<file path="src/rtl/vloop_pkg.sv">
// Shared types for the vector loop issue sequencer.
package vloop_pkg;
    // Instruction class as delivered by the decoder; only class 0 may loop.
    typedef enum logic [1:0] {
        CLS_NORM   = 2'd0,
        CLS_SETLEN = 2'd1,
        CLS_BRANCH = 2'd2,
        CLS_TRAP   = 2'd3
    } icls_e;

    // Sequencer states.
    typedef enum logic [1:0] {
        ST_FETCH = 2'd0,
        ST_ISSUE = 2'd1,
        ST_WAIT  = 2'd2
    } seq_st_e;

    // Decoded flags captured at fetch.
    typedef struct packed {
        logic  pfx;
        icls_e cls;
        logic  nvo;
    } dec_t;
endpackage

</file>
<file path="src/rtl/vloop_step.sv">
// Local element counter. Takes the architectural step and length once at
// fetch (cap) and steps locally afterwards (adv). Assumes cap and adv are
// never high together.
module vloop_step #(
    parameter int VL_W = 7
) (
    input  logic            clk,
    input  logic            rst_n,
    input  logic            cap,
    input  logic            adv,
    input  logic [VL_W-1:0] step_in,
    input  logic [VL_W-1:0] vl_in,
    output logic [VL_W-1:0] cur_step,
    output logic [VL_W-1:0] step_nxt,
    output logic            skip,
    output logic            last
);
    localparam int CW = VL_W + 1;

    logic [VL_W-1:0] cur_vl;
    logic [CW-1:0]   nxt_w;

    // Next index one bit wider so that the compare cannot wrap.
    always_comb begin
        nxt_w    = {1'b0, cur_step} + CW'(1);
        step_nxt = nxt_w[VL_W-1:0];
        last     = (nxt_w >= {1'b0, cur_vl});
        skip     = (step_in >= vl_in);
    end

    // Capture at fetch, increment per continued element.
    always_ff @(posedge clk) begin
        if (!rst_n) begin
            cur_step <= '0;
            cur_vl   <= '0;
        end else if (cap) begin
            cur_step <= step_in;
            cur_vl   <= vl_in;
        end else if (adv) begin
            cur_step <= step_nxt;
        end
    end
endmodule

</file>
<file path="src/rtl/vloop_regs.sv">
// Architectural state: program counter, machine state, vector length and
// element index, plus the machine state snapshot taken at fetch.
// Writes from execution (when commit) take priority over sequencer updates.
module vloop_regs #(
    parameter int          PC_W         = 32,
    parameter int          MSR_W        = 16,
    parameter int          VL_W         = 7,
    parameter logic [31:0] RESET_PC     = 32'h0,
    parameter int          WIDE_BYTES   = 8,
    parameter int          NARROW_BYTES = 4
) (
    input  logic             clk,
    input  logic             rst_n,
    input  logic             cap,
    input  logic             commit,
    input  logic             ex_pc_we,
    input  logic [PC_W-1:0]  ex_pc_wd,
    input  logic             ex_msr_we,
    input  logic [MSR_W-1:0] ex_msr_wd,
    input  logic             ex_vst_we,
    input  logic [VL_W-1:0]  ex_vl_wd,
    input  logic [VL_W-1:0]  ex_step_wd,
    input  logic             pc_adv,
    input  logic             pc_adv_wide,
    input  logic             step_clr,
    input  logic             step_adv,
    input  logic [VL_W-1:0]  step_nxt,
    output logic [PC_W-1:0]  pc_q,
    output logic [MSR_W-1:0] msr_q,
    output logic [VL_W-1:0]  vl_q,
    output logic [VL_W-1:0]  step_q,
    output logic [MSR_W-1:0] snap_msr
);
    localparam logic [PC_W-1:0] PC_RST  = PC_W'(RESET_PC);
    localparam logic [PC_W-1:0] INC_WID = PC_W'(WIDE_BYTES);
    localparam logic [PC_W-1:0] INC_NAR = PC_W'(NARROW_BYTES);

    logic [PC_W-1:0] pc_inc;

    // Select the fall-through increment.
    always_comb pc_inc = pc_adv_wide ? INC_WID : INC_NAR;

    // Program counter: execution write, else sequencer advance.
    always_ff @(posedge clk) begin
        if (!rst_n)                   pc_q <= PC_RST;
        else if (commit && ex_pc_we)  pc_q <= ex_pc_wd;
        else if (pc_adv)              pc_q <= pc_q + pc_inc;
    end

    // Machine state: written only by execution.
    always_ff @(posedge clk) begin
        if (!rst_n)                   msr_q <= '0;
        else if (commit && ex_msr_we) msr_q <= ex_msr_wd;
    end

    // Vector state: execution write, else loop clear or step write-back.
    always_ff @(posedge clk) begin
        if (!rst_n) begin
            vl_q   <= '0;
            step_q <= '0;
        end else if (commit && ex_vst_we) begin
            vl_q   <= ex_vl_wd;
            step_q <= ex_step_wd;
        end else if (step_clr) begin
            step_q <= '0;
        end else if (step_adv) begin
            step_q <= step_nxt;
        end
    end

    // Snapshot of the machine state seen by the accepted instruction.
    always_ff @(posedge clk) begin
        if (!rst_n)   snap_msr <= '0;
        else if (cap) snap_msr <= msr_q;
    end
endmodule

</file>
<file path="src/rtl/vloop_ctrl.sv">
// Fetch / issue / wait state machine. Decides at acceptance whether to
// issue, skip or flag an illegal prefix, and at completion whether to
// continue the loop, end it, or leave on a state write (exception).
// Assumes ex_done is never high in the cycle ex_start is high.
module vloop_ctrl
    import vloop_pkg::*;
(
    input  logic clk,
    input  logic rst_n,
    input  logic fetch_ack,
    input  dec_t f_dec,
    input  logic skip,
    input  logic last,
    input  logic ex_done,
    input  logic ex_pc_we,
    input  logic ex_vst_we,
    output logic fetch_req,
    output logic ex_start,
    output logic cap,
    output logic commit,
    output logic step_adv,
    output logic step_clr,
    output logic pc_adv,
    output logic pc_adv_wide,
    output dec_t l_dec,
    output logic illegal_o,
    output logic exc_o
);
    seq_st_e st, st_nxt;
    logic    ill_set, exc_set;

    // State outputs.
    always_comb begin
        fetch_req = (st == ST_FETCH);
        ex_start  = (st == ST_ISSUE);
    end

    // Next state and the per-cycle register update strobes.
    always_comb begin
        st_nxt      = st;
        cap         = 1'b0;
        commit      = 1'b0;
        step_adv    = 1'b0;
        step_clr    = 1'b0;
        pc_adv      = 1'b0;
        pc_adv_wide = 1'b0;
        ill_set     = 1'b0;
        exc_set     = 1'b0;
        case (st)
            ST_FETCH: begin
                if (fetch_ack) begin
                    if (f_dec.pfx && (f_dec.cls != CLS_NORM)) begin
                        ill_set = 1'b1;
                    end else if (f_dec.pfx && skip) begin
                        step_clr    = 1'b1;
                        pc_adv      = 1'b1;
                        pc_adv_wide = 1'b1;
                    end else begin
                        cap    = 1'b1;
                        st_nxt = ST_ISSUE;
                    end
                end
            end
            ST_ISSUE: st_nxt = ST_WAIT;
            ST_WAIT: begin
                if (ex_done) begin
                    commit = 1'b1;
                    st_nxt = ST_FETCH;
                    if (l_dec.cls != CLS_NORM) begin
                        pc_adv = 1'b1;
                    end else if (ex_pc_we || ex_vst_we) begin
                        exc_set = 1'b1;
                    end else if (!l_dec.pfx) begin
                        pc_adv = 1'b1;
                    end else if (l_dec.nvo || last) begin
                        step_clr    = 1'b1;
                        pc_adv      = 1'b1;
                        pc_adv_wide = 1'b1;
                    end else begin
                        step_adv = 1'b1;
                        st_nxt   = ST_ISSUE;
                    end
                end
            end
            default: st_nxt = ST_FETCH;
        endcase
    end

    // State, latched decode and the registered indication pulses.
    always_ff @(posedge clk) begin
        if (!rst_n) begin
            st        <= ST_FETCH;
            l_dec     <= '0;
            illegal_o <= 1'b0;
            exc_o     <= 1'b0;
        end else begin
            st        <= st_nxt;
            illegal_o <= ill_set;
            exc_o     <= exc_set;
            if (cap) l_dec <= f_dec;
        end
    end
endmodule

</file>
<file path="src/rtl/vloop_seq.sv">
// Top of the vector loop issue sequencer: wires the state machine, the
// local element counter and the architectural state registers together.
module vloop_seq
    import vloop_pkg::*;
#(
    parameter int          PC_W         = 32,
    parameter int          MSR_W        = 16,
    parameter int          VL_W         = 7,
    parameter logic [31:0] RESET_PC     = 32'h0,
    parameter int          WIDE_BYTES   = 8,
    parameter int          NARROW_BYTES = 4
) (
    input  logic             clk,
    input  logic             rst_n,
    output logic             fetch_req,
    output logic [PC_W-1:0]  fetch_pc,
    input  logic             fetch_ack,
    input  logic             fetch_pfx,
    input  logic [1:0]       fetch_cls,
    input  logic             fetch_nvo,
    output logic             ex_start,
    output logic [VL_W-1:0]  ex_step,
    output logic             ex_vec,
    output logic [1:0]       ex_cls,
    output logic [MSR_W-1:0] ex_msr,
    input  logic             ex_done,
    input  logic             ex_pc_we,
    input  logic [PC_W-1:0]  ex_pc_wd,
    input  logic             ex_msr_we,
    input  logic [MSR_W-1:0] ex_msr_wd,
    input  logic             ex_vst_we,
    input  logic [VL_W-1:0]  ex_vl_wd,
    input  logic [VL_W-1:0]  ex_step_wd,
    output logic [PC_W-1:0]  pc_o,
    output logic [MSR_W-1:0] msr_o,
    output logic [VL_W-1:0]  vl_o,
    output logic [VL_W-1:0]  step_o,
    output logic             illegal_o,
    output logic             exc_o
);
    dec_t            f_dec, l_dec;
    logic            cap, commit, step_adv, step_clr, pc_adv, pc_adv_wide;
    logic            skip, last;
    logic [VL_W-1:0] step_nxt;

    // Pack the decoded fetch flags.
    always_comb begin
        f_dec.pfx = fetch_pfx;
        f_dec.cls = icls_e'(fetch_cls);
        f_dec.nvo = fetch_nvo;
    end

    vloop_ctrl u_ctrl (
        .clk         (clk),
        .rst_n       (rst_n),
        .fetch_ack   (fetch_ack),
        .f_dec       (f_dec),
        .skip        (skip),
        .last        (last),
        .ex_done     (ex_done),
        .ex_pc_we    (ex_pc_we),
        .ex_vst_we   (ex_vst_we),
        .fetch_req   (fetch_req),
        .ex_start    (ex_start),
        .cap         (cap),
        .commit      (commit),
        .step_adv    (step_adv),
        .step_clr    (step_clr),
        .pc_adv      (pc_adv),
        .pc_adv_wide (pc_adv_wide),
        .l_dec       (l_dec),
        .illegal_o   (illegal_o),
        .exc_o       (exc_o)
    );

    vloop_step #(.VL_W(VL_W)) u_step (
        .clk      (clk),
        .rst_n    (rst_n),
        .cap      (cap),
        .adv      (step_adv),
        .step_in  (step_o),
        .vl_in    (vl_o),
        .cur_step (ex_step),
        .step_nxt (step_nxt),
        .skip     (skip),
        .last     (last)
    );

    vloop_regs #(
        .PC_W         (PC_W),
        .MSR_W        (MSR_W),
        .VL_W         (VL_W),
        .RESET_PC     (RESET_PC),
        .WIDE_BYTES   (WIDE_BYTES),
        .NARROW_BYTES (NARROW_BYTES)
    ) u_regs (
        .clk         (clk),
        .rst_n       (rst_n),
        .cap         (cap),
        .commit      (commit),
        .ex_pc_we    (ex_pc_we),
        .ex_pc_wd    (ex_pc_wd),
        .ex_msr_we   (ex_msr_we),
        .ex_msr_wd   (ex_msr_wd),
        .ex_vst_we   (ex_vst_we),
        .ex_vl_wd    (ex_vl_wd),
        .ex_step_wd  (ex_step_wd),
        .pc_adv      (pc_adv),
        .pc_adv_wide (pc_adv_wide),
        .step_clr    (step_clr),
        .step_adv    (step_adv),
        .step_nxt    (step_nxt),
        .pc_q        (pc_o),
        .msr_q       (msr_o),
        .vl_q        (vl_o),
        .step_q      (step_o),
        .snap_msr    (ex_msr)
    );

    // Latched decode presented to the execution unit.
    always_comb begin
        fetch_pc = pc_o;
        ex_vec   = l_dec.pfx;
        ex_cls   = l_dec.cls;
    end
endmodule

</file>
<file path="config.mk">
export PLATFORM = sky130hd
export DESIGN_NAME = vloop_seq
export DESIGN_NICKNAME = d
export VERILOG_FILES = /design/src/rtl/vloop_pkg.sv /design/src/rtl/vloop_step.sv /design/src/rtl/vloop_regs.sv /design/src/rtl/vloop_ctrl.sv /design/src/rtl/vloop_seq.sv
export SDC_FILE = /design/constraint.sdc
export NUM_CORES = 1
export LEC_CHECK = 0
export ABC_AREA = 1
export CAP_MARGIN = 20
export CORE_AREA = 2 2 125 127
export CTS_CLUSTER_SIZE = 25
export DETAILED_ROUTE_END_ITERATION = 10
export DIE_AREA = 0 0 127 129
export DONT_BUFFER_PORTS = 1
export GPL_TIMING_DRIVEN = 0
export PLACE_DENSITY = 0.53
export SYNTH_ARGS = -nofsm -noshare
export SYNTH_HDL_FRONTEND = slang
export SYNTH_SLANG_ARGS = --single-unit
</file>
<file path="constraint.sdc">
create_clock -name clk -period 5.8 [get_ports clk]
set_clock_uncertainty 0.1 [all_clocks]
set_input_delay 0 -clock clk [delete_from_list [all_inputs] [get_ports clk]]
set_output_delay 0 -clock clk [all_outputs]
set_load 0.02 [all_outputs]
</file>
Yosys cells after proc, flatten, opt, wreduce, memory -nomap -nowiden
Index checks and enable logic that the tools add are counted.

operators by class
  add/subtract/negate cells = 2
  multiply operators = 0
  div/mod/pow operators = 0
  magnitude comparators = 2
  equality and inequality tests = 6
  shift operators = 0
  muxes and demuxes = 44
  bitwise logic cells = 3
  reduce and logical (&&, ||, !) cells = 16

operators by type and width
  kind                                                                     number
  32-bit two-way mux                                                       2
  32-bit adder                                                             1
  7-bit two-way mux                                                        4
  1-bit two-way mux                                                        27
  2-bit two-way mux                                                        7
  7-bit by 1-bit adder with 8-bit output, second input constant            1
  8-bit by 7-bit greater-or-equal comparator with 1-bit output             1
  2-bit nonzero test                                                       4
  7-bit greater-or-equal comparator                                        1
  2-bit inequality test, second input constant                             3
  2-bit one-hot mux with 3 select lines                                    1
  1-bit logical AND                                                        5
  4-bit two-way mux                                                        1
  1-bit one-hot mux with 2 select lines                                    2
  4-bit AND reduction                                                      1
  4-bit OR reduction                                                       1
  1-bit NOT                                                                3
  3-bit AND reduction                                                      1
  3-bit nonzero test                                                       1
  2-bit by 1-bit == test with 1-bit output, second input constant          1
  2-bit == test, second input constant                                     1
  2-bit zero test                                                          1
  1-bit logical OR                                                         2
  2-bit by 1-bit inequality test with 1-bit output, second input constant  1

word-level totals
  flip-flop bits (word level) = 100
  latch bits = 0
  RAM bits = 0
  bits in read-only memories = 0
  memories kept = 0

Depth between registers and ports, before layout
  depth in word-level cells = 13
  gate-level depth with buffers = 31

By module
A second synthesis with hierarchy kept.

unflattened totals
  cell total of the unflattened synthesis = 851
  area, all modules = 5,744.3 µm²

modules (own cells, without submodules)
  module      instances  cells an instance  area each (µm²)
  vloop_regs  1          596                3,982.6
  vloop_step  1          156                1,061.0
  vloop_ctrl  1          67                 460.4
  vloop_seq   1          32                 240.2

Worst setup path after synthesis
No wires, ideal clock.

  path type = register to register
  start = register u_step.cur_step[0]
  end = register u_regs.pc_q[26]
  setup time = 0.110 ns
  arrival = 3.675 ns
  path slack = 1.915 ns
  cell stages (with the launch flop) = 31
  clock period less this slack = 3.885 ns
  cells stage by stage = dfxtp_1 > ha_1 > nand2_1 > nor2_1 > nand2_1 > xor2_1 > inv_1 > ha_1 > or2_2 > a21oi_1 > nand2_1 > inv_2 > nand2_1 > nand2_1 > nand2_1 > inv_1 > ha_1 > inv_1 > fa_1 > nor2_1 > nand2_1 > inv_1 > nand2_1 > inv_1 > nand2_1 > nand2_1 > nand3_1 > o21ai_0 > nand2_1 > inv_1 > nor2_1

between the ends
  word-level cells in the longest chain between the ends = 13

RTL lines
  item                                                            line              RTL
  from (decl)                                                     vloop_step.sv:13  output logic [VL_W-1:0] cur_step,
  from (signal assigned)                                          vloop_step.sv:37  cur_step <= step_in;
  from (signal assigned)                                          vloop_step.sv:40  cur_step <= step_nxt;
  7-bit by 1-bit adder with 8-bit output *                        vloop_step.sv:25  nxt_w = {1'b0, cur_step} + CW'(1);
  8-bit by 7-bit greater-or-equal comparator with 1-bit output *  vloop_step.sv:27  last = (nxt_w >= {1'b0, cur_vl});
  1-bit logical OR *                                              vloop_ctrl.sv:75  end else if (l_dec.nvo || last) begin
  1-bit two-way mux *                                             vloop_ctrl.sv:75
  1-bit two-way mux                                               vloop_ctrl.sv:73  end else if (!l_dec.pfx) begin
  1-bit two-way mux                                               vloop_ctrl.sv:71  end else if (ex_pc_we || ex_vst_we) begin
  1-bit two-way mux                                               vloop_ctrl.sv:69  if (l_dec.cls != CLS_NORM) begin
  1-bit two-way mux                                               vloop_ctrl.sv:66  if (ex_done) begin
  1-bit one-hot mux with 2 select lines                           vloop_ctrl.sv:49  case (st)
  4-bit two-way mux                                               vloop_regs.sv:41  always_comb pc_inc = pc_adv_wide ? INC_WID : INC_NAR;
  32-bit adder                                                    vloop_regs.sv:47  else if (pc_adv) pc_q <= pc_q + pc_inc;
  32-bit two-way mux                                              vloop_regs.sv:47
  32-bit two-way mux                                              vloop_regs.sv:46  else if (commit && ex_pc_we) pc_q <= ex_pc_wd;
  to (signal assigned)                                            vloop_regs.sv:46
  to (signal assigned)                                            vloop_regs.sv:47
  to (decl)                                                       vloop_regs.sv:28  output logic [PC_W-1:0] pc_q,

Mark *: on every way between the ends. The rest lies on a longest branch, timed or not. The select of a mux whose other input is x is not followed.
A chain may end at the register's enable or synchronous reset.

Worst setup path after layout
Same ends and word-level chain as after synthesis.

==> results.rst <==
.. list-table::
   :header-rows: 1

   * - Metric
     - Value
   * - Synthesis warning total
     - 0
   * - CTS tree
     - done
   * - Most used flip-flop cell after synthesis
     - sky130_fd_sc_hd__dfxtp_1
   * - Global Route Usage Sum
     - 24.2%
   * - Min-Delay Path Class
     - in2reg
   * - Least setup slack across all paths after layout
     - 1.14 ns
   * - Launching point of the worst reg2reg path
     - u_step.cur_step[0]
   * - Clock-pin slew on the worst setup and hold paths
     - 0.08 ns
   * - Critical Path Fanout Max
     - 6
   * - Clock root buffer master
     - sky130_fd_sc_hd__clkbuf_16
   * - Total half-perimeter wirelength after legalization and detailed placement
     - 14700 µm
   * - Cts repair resizes
     - 0
   * - Synth Net Count
     - 987
   * - Most frequently used cell type in the post-synthesis netlist
     - sky130_fd_sc_hd__nand2_1
   * - Timing startpoint of the critical path
     - u_step.cur_step[0]
   * - FF-to-FF End
     - u_regs.pc_q[26]
   * - Wirelength, routed
     - 19900 µm
   * - Cell Rows
     - 45
   * - Mean number of vias per cell
     - 5.09
   * - Post-route DRC
     - 0
   * - Count of cells along the worst register-to-register path
     - 30
   * - Slew at the pin with the worst max-slew slack
     - 0.664 ns
   * - Number of fillers in the final layout
     - 1599
   * - Post-synth top area share
     - 34.0%
   * - Number of unique standard cell types used by synthesis
     - 39
   * - Combined flip-flop and latch cell area
     - 2000 µm²
   * - FMAX
     - 0.215 GHz
   * - Arr. time, crit path
     - 4.82 ns
   * - Run status
     - finished, final reports clean
   * - Endpoints failing hold
     - 0
   * - Total power
     - 0.00174 W
   * - CTS sink count
     - 100
   * - Ratio of cells with drive above 1 in the final layout
     - 7.56%
   * - Drt wl/cell
     - 16.9 µm
   * - Worst setup path class
     - reg2reg
   * - Number of input and output port buffers inserted
     - 0
   * - Crit path capture type
     - flip-flop
   * - Placement Setup Slack
     - 1.14 ns
   * - Post-synthesis sequential element count
     - 100
   * - Post-route cell area
     - 7220 µm²
   * - Diodes inserted
     - 0
   * - Leading post-synthesis cells by instance count
     - sky130_fd_sc_hd__nand2_1, sky130_fd_sc_hd__inv_1, sky130_fd_sc_hd__dfxtp_1
   * - Number of flops mapped to enable cells by yosys
     - 0
   * - Worst vdd ir
     - 0.132 mV
   * - RD Place Congestion
     - 0.941
   * - Pins over their slew limit
     - 0
   * - Cells taking the most area after synthesis
     - sky130_fd_sc_hd__dfxtp_1, sky130_fd_sc_hd__nand2_1, sky130_fd_sc_hd__inv_1
   * - Horizontal extent of the die
     - 127 µm
   * - Number of nets with antenna violations after routing
     - 0
   * - Number of buffers on the longest clock path
     - 2
   * - Multi-input combinational cell area
     - 3030 µm²
   * - Core ar.
     - 15000 µm²
   * - Reported max-cap violation count
     - 0
   * - First-pass GRT wire length
     - 31000 µm
   * - Netlist area before placement
     - 5890 µm²
   * - RSZ-0062 raised after global routing
     - false
   * - Post-route clock period utilization
     - 80.3%
   * - Internal reg-to-reg setup slack
     - 1.14 ns
   * - Total CTS buffers
     - 9
   * - Area added between synthesis and finish
     - 22.5%
   * - Worst path max stage delay
     - 0.57 ns
   * - Cell type with the highest occurrence count on the critical path
     - sky130_fd_sc_hd__nand2_1
   * - GRT overflow
     - 0
   * - Leakage
     - 3.18 nW
   * - Cell with the biggest individual delay on the critical path
     - sky130_fd_sc_hd__dfxtp_1
   * - Height of the chip
     - 129 µm
   * - Required arrival time at the worst endpoint
     - 5.96 ns
   * - Net count, final
     - 1078
   * - Total via count in the routed design
     - 6008
   * - First DRT Iteration DRCs
     - 298
   * - Headroom to the max-slew limit
     - 55.6%
   * - Number of cells produced by synthesis
     - 896
   * - DP Area
     - 6120 µm²
   * - Number of failing setup endpoints in the final timing report
     - 0
   * - Most area-hungry cell type in the Yosys netlist
     - sky130_fd_sc_hd__dfxtp_1
   * - Setup_tns
     - 0 ns
   * - H-Tree Level Count
     - 3
   * - Worst Setup EP
     - u_regs.pc_q[26]
   * - FFs w/ async S/R, synth
     - 0%
   * - Average cell area after synthesis
     - 6.57 µm²
   * - I/O pin cnt
     - 197
   * - Via count of the first global-routing pass
     - 5875
   * - Area of the die
     - 16400 µm²
   * - Initial standard-cell utilization of the core
     - 39.3%
   * - 1st-pass router iterations
     - 5
   * - Antenna violations before repair
     - 0
   * - Largest net degree at the start of global routing
     - 20
   * - Worst-case hold slack
     - 0.0448 ns
   * - Sort of element at the start of the critical path
     - flip-flop
   * - Insertion delay to the later sink of the worst-skew pair
     - 0.36 ns
   * - Time the worst path needs with I/O delays and setup
     - 4.66 ns
   * - Power per cell area
     - 241 nW/µm²
   * - Sequential element share of the synthesized area
     - 34.0%
-- worst max-delay path: cells and delay by family, from the launching register on --
family	cells	cell delay (ns)
fa+ha+maj	4	1.03
buf+inv	7	0.84
compound gates	2	0.22
xor+xnor	1	0.17
simple gates	16	1.64
flops	1	0.57
-- stage by stage --
stage               std cells  util (%)
floorplan                 896         -
global placement         1084      40.9
detailed placement       1084      40.9
CTS                      1180      48.2
global route             1180      48.2
finish                   1180      48.2
-- cells by family after synthesis --
family / count (synthesis) / share of synthesized area [%]
xor+xnor: 12 / 1.78
simple gates: 441 / 32.5
compound gates: 129 / 11.5
flops: 100 / 34.0
mux: 10 / 1.70
fa+ha+maj: 18 / 3.95
buf+inv: 186 / 14.6
-- final cells by class --
class	count	area share (%)
plain buffers	76	6.19
multi-input cells	610	41.9
flip-flops and latches	100	27.7
well taps	188	3.26
clock inverters	7	0.919
inverters	110	5.72
repair buffers	80	11.1
clock buffers	9	3.12
-- layout by cell type, fill, tap and decap left out, types with 2 or more instances in the layout --
cell                            count
sky130_fd_sc_hd__buf_2              9
sky130_fd_sc_hd__dfxtp_1          100
sky130_fd_sc_hd__nand3_1           65
sky130_fd_sc_hd__inv_8              2
sky130_fd_sc_hd__inv_2              3
sky130_fd_sc_hd__buf_4             34
sky130_fd_sc_hd__o21ai_0           41
sky130_fd_sc_hd__xor2_1            11
sky130_fd_sc_hd__o21ai_1            6
sky130_fd_sc_hd__ha_1              17
sky130_fd_sc_hd__buf_1              4
sky130_fd_sc_hd__a22oi_1            5
sky130_fd_sc_hd__mux2i_1           10
sky130_fd_sc_hd__buf_6              3
sky130_fd_sc_hd__clkbuf_16          9
sky130_fd_sc_hd__clkinv_4           4
sky130_fd_sc_hd__nand2_1          235
sky130_fd_sc_hd__nand4_1           36
sky130_fd_sc_hd__inv_1            106
sky130_fd_sc_hd__nand3b_1           2
sky130_fd_sc_hd__a21oi_1           70
sky130_fd_sc_hd__nor3b_1            2
sky130_fd_sc_hd__dlygate4sd3_1     80
sky130_fd_sc_hd__clkbuf_1          26
sky130_fd_sc_hd__nor2_1            73
sky130_fd_sc_hd__nand2_2            4
sky130_fd_sc_hd__nor3_1            18
-- flip-flops by register name, summed over array words and instances (netlist names) --
register / cells
u_regs.pc_q: 32
u_regs.msr_q: 16
u_regs.snap_msr: 16
u_regs.step_q: 7
u_regs.vl_q: 7
u_step.cur_step: 7
u_step.cur_vl: 7
u_ctrl.l_dec: 4
u_ctrl.st: 2
u_ctrl.exc_o: 1
u_ctrl.illegal_o: 1
-- where the power goes --
| group | switching, W | total (W) | internal [W] | leakage, nW |
|---|---|---|---|---|
| sequential | 0.0000788 | 0.000796 | 0.000718 | 0.811 |
| combinational | 0.000194 | 0.000330 | 0.000136 | 2.23 |
| clock | 0.000311 | 0.000614 | 0.000303 | 0.144 |
| total | 0.000584 | 0.00174 | 0.00116 | 3.18 |
-- layer usage --
layer,share of wire [%],global-route usage [%]
met1,43,28.9
met3,7.3,5.65
met5,0,0
met2,47,42.2
met4,2.7,9.76
-- worst min-delay path by stage --
stage | startpoint | endpoint | slack [ns] | cells after the start
global route | ex_vst_we | u_regs.step_q[2] | 0.09 | 3
floorplan | ex_vl_wd[0] | u_regs.vl_q[0] | 0.04 | 2
global placement | ex_vl_wd[0] | u_regs.vl_q[0] | 0.05 | 2
detailed placement | ex_pc_wd[0] | u_regs.pc_q[0] | 0.05 | 2
CTS | ex_vst_we | u_regs.step_q[2] | 0.05 | 3
finish | ex_vst_we | u_regs.step_q[2] | 0.04 | 3
-- timing repair --
item                                   4_1_cts  5_1_grt
endpoints found under the hold margin       69        0
buffers inserted                             0        0
hold buffers                                80        0
No activity file was read; power rests on OpenSTA's default activity.
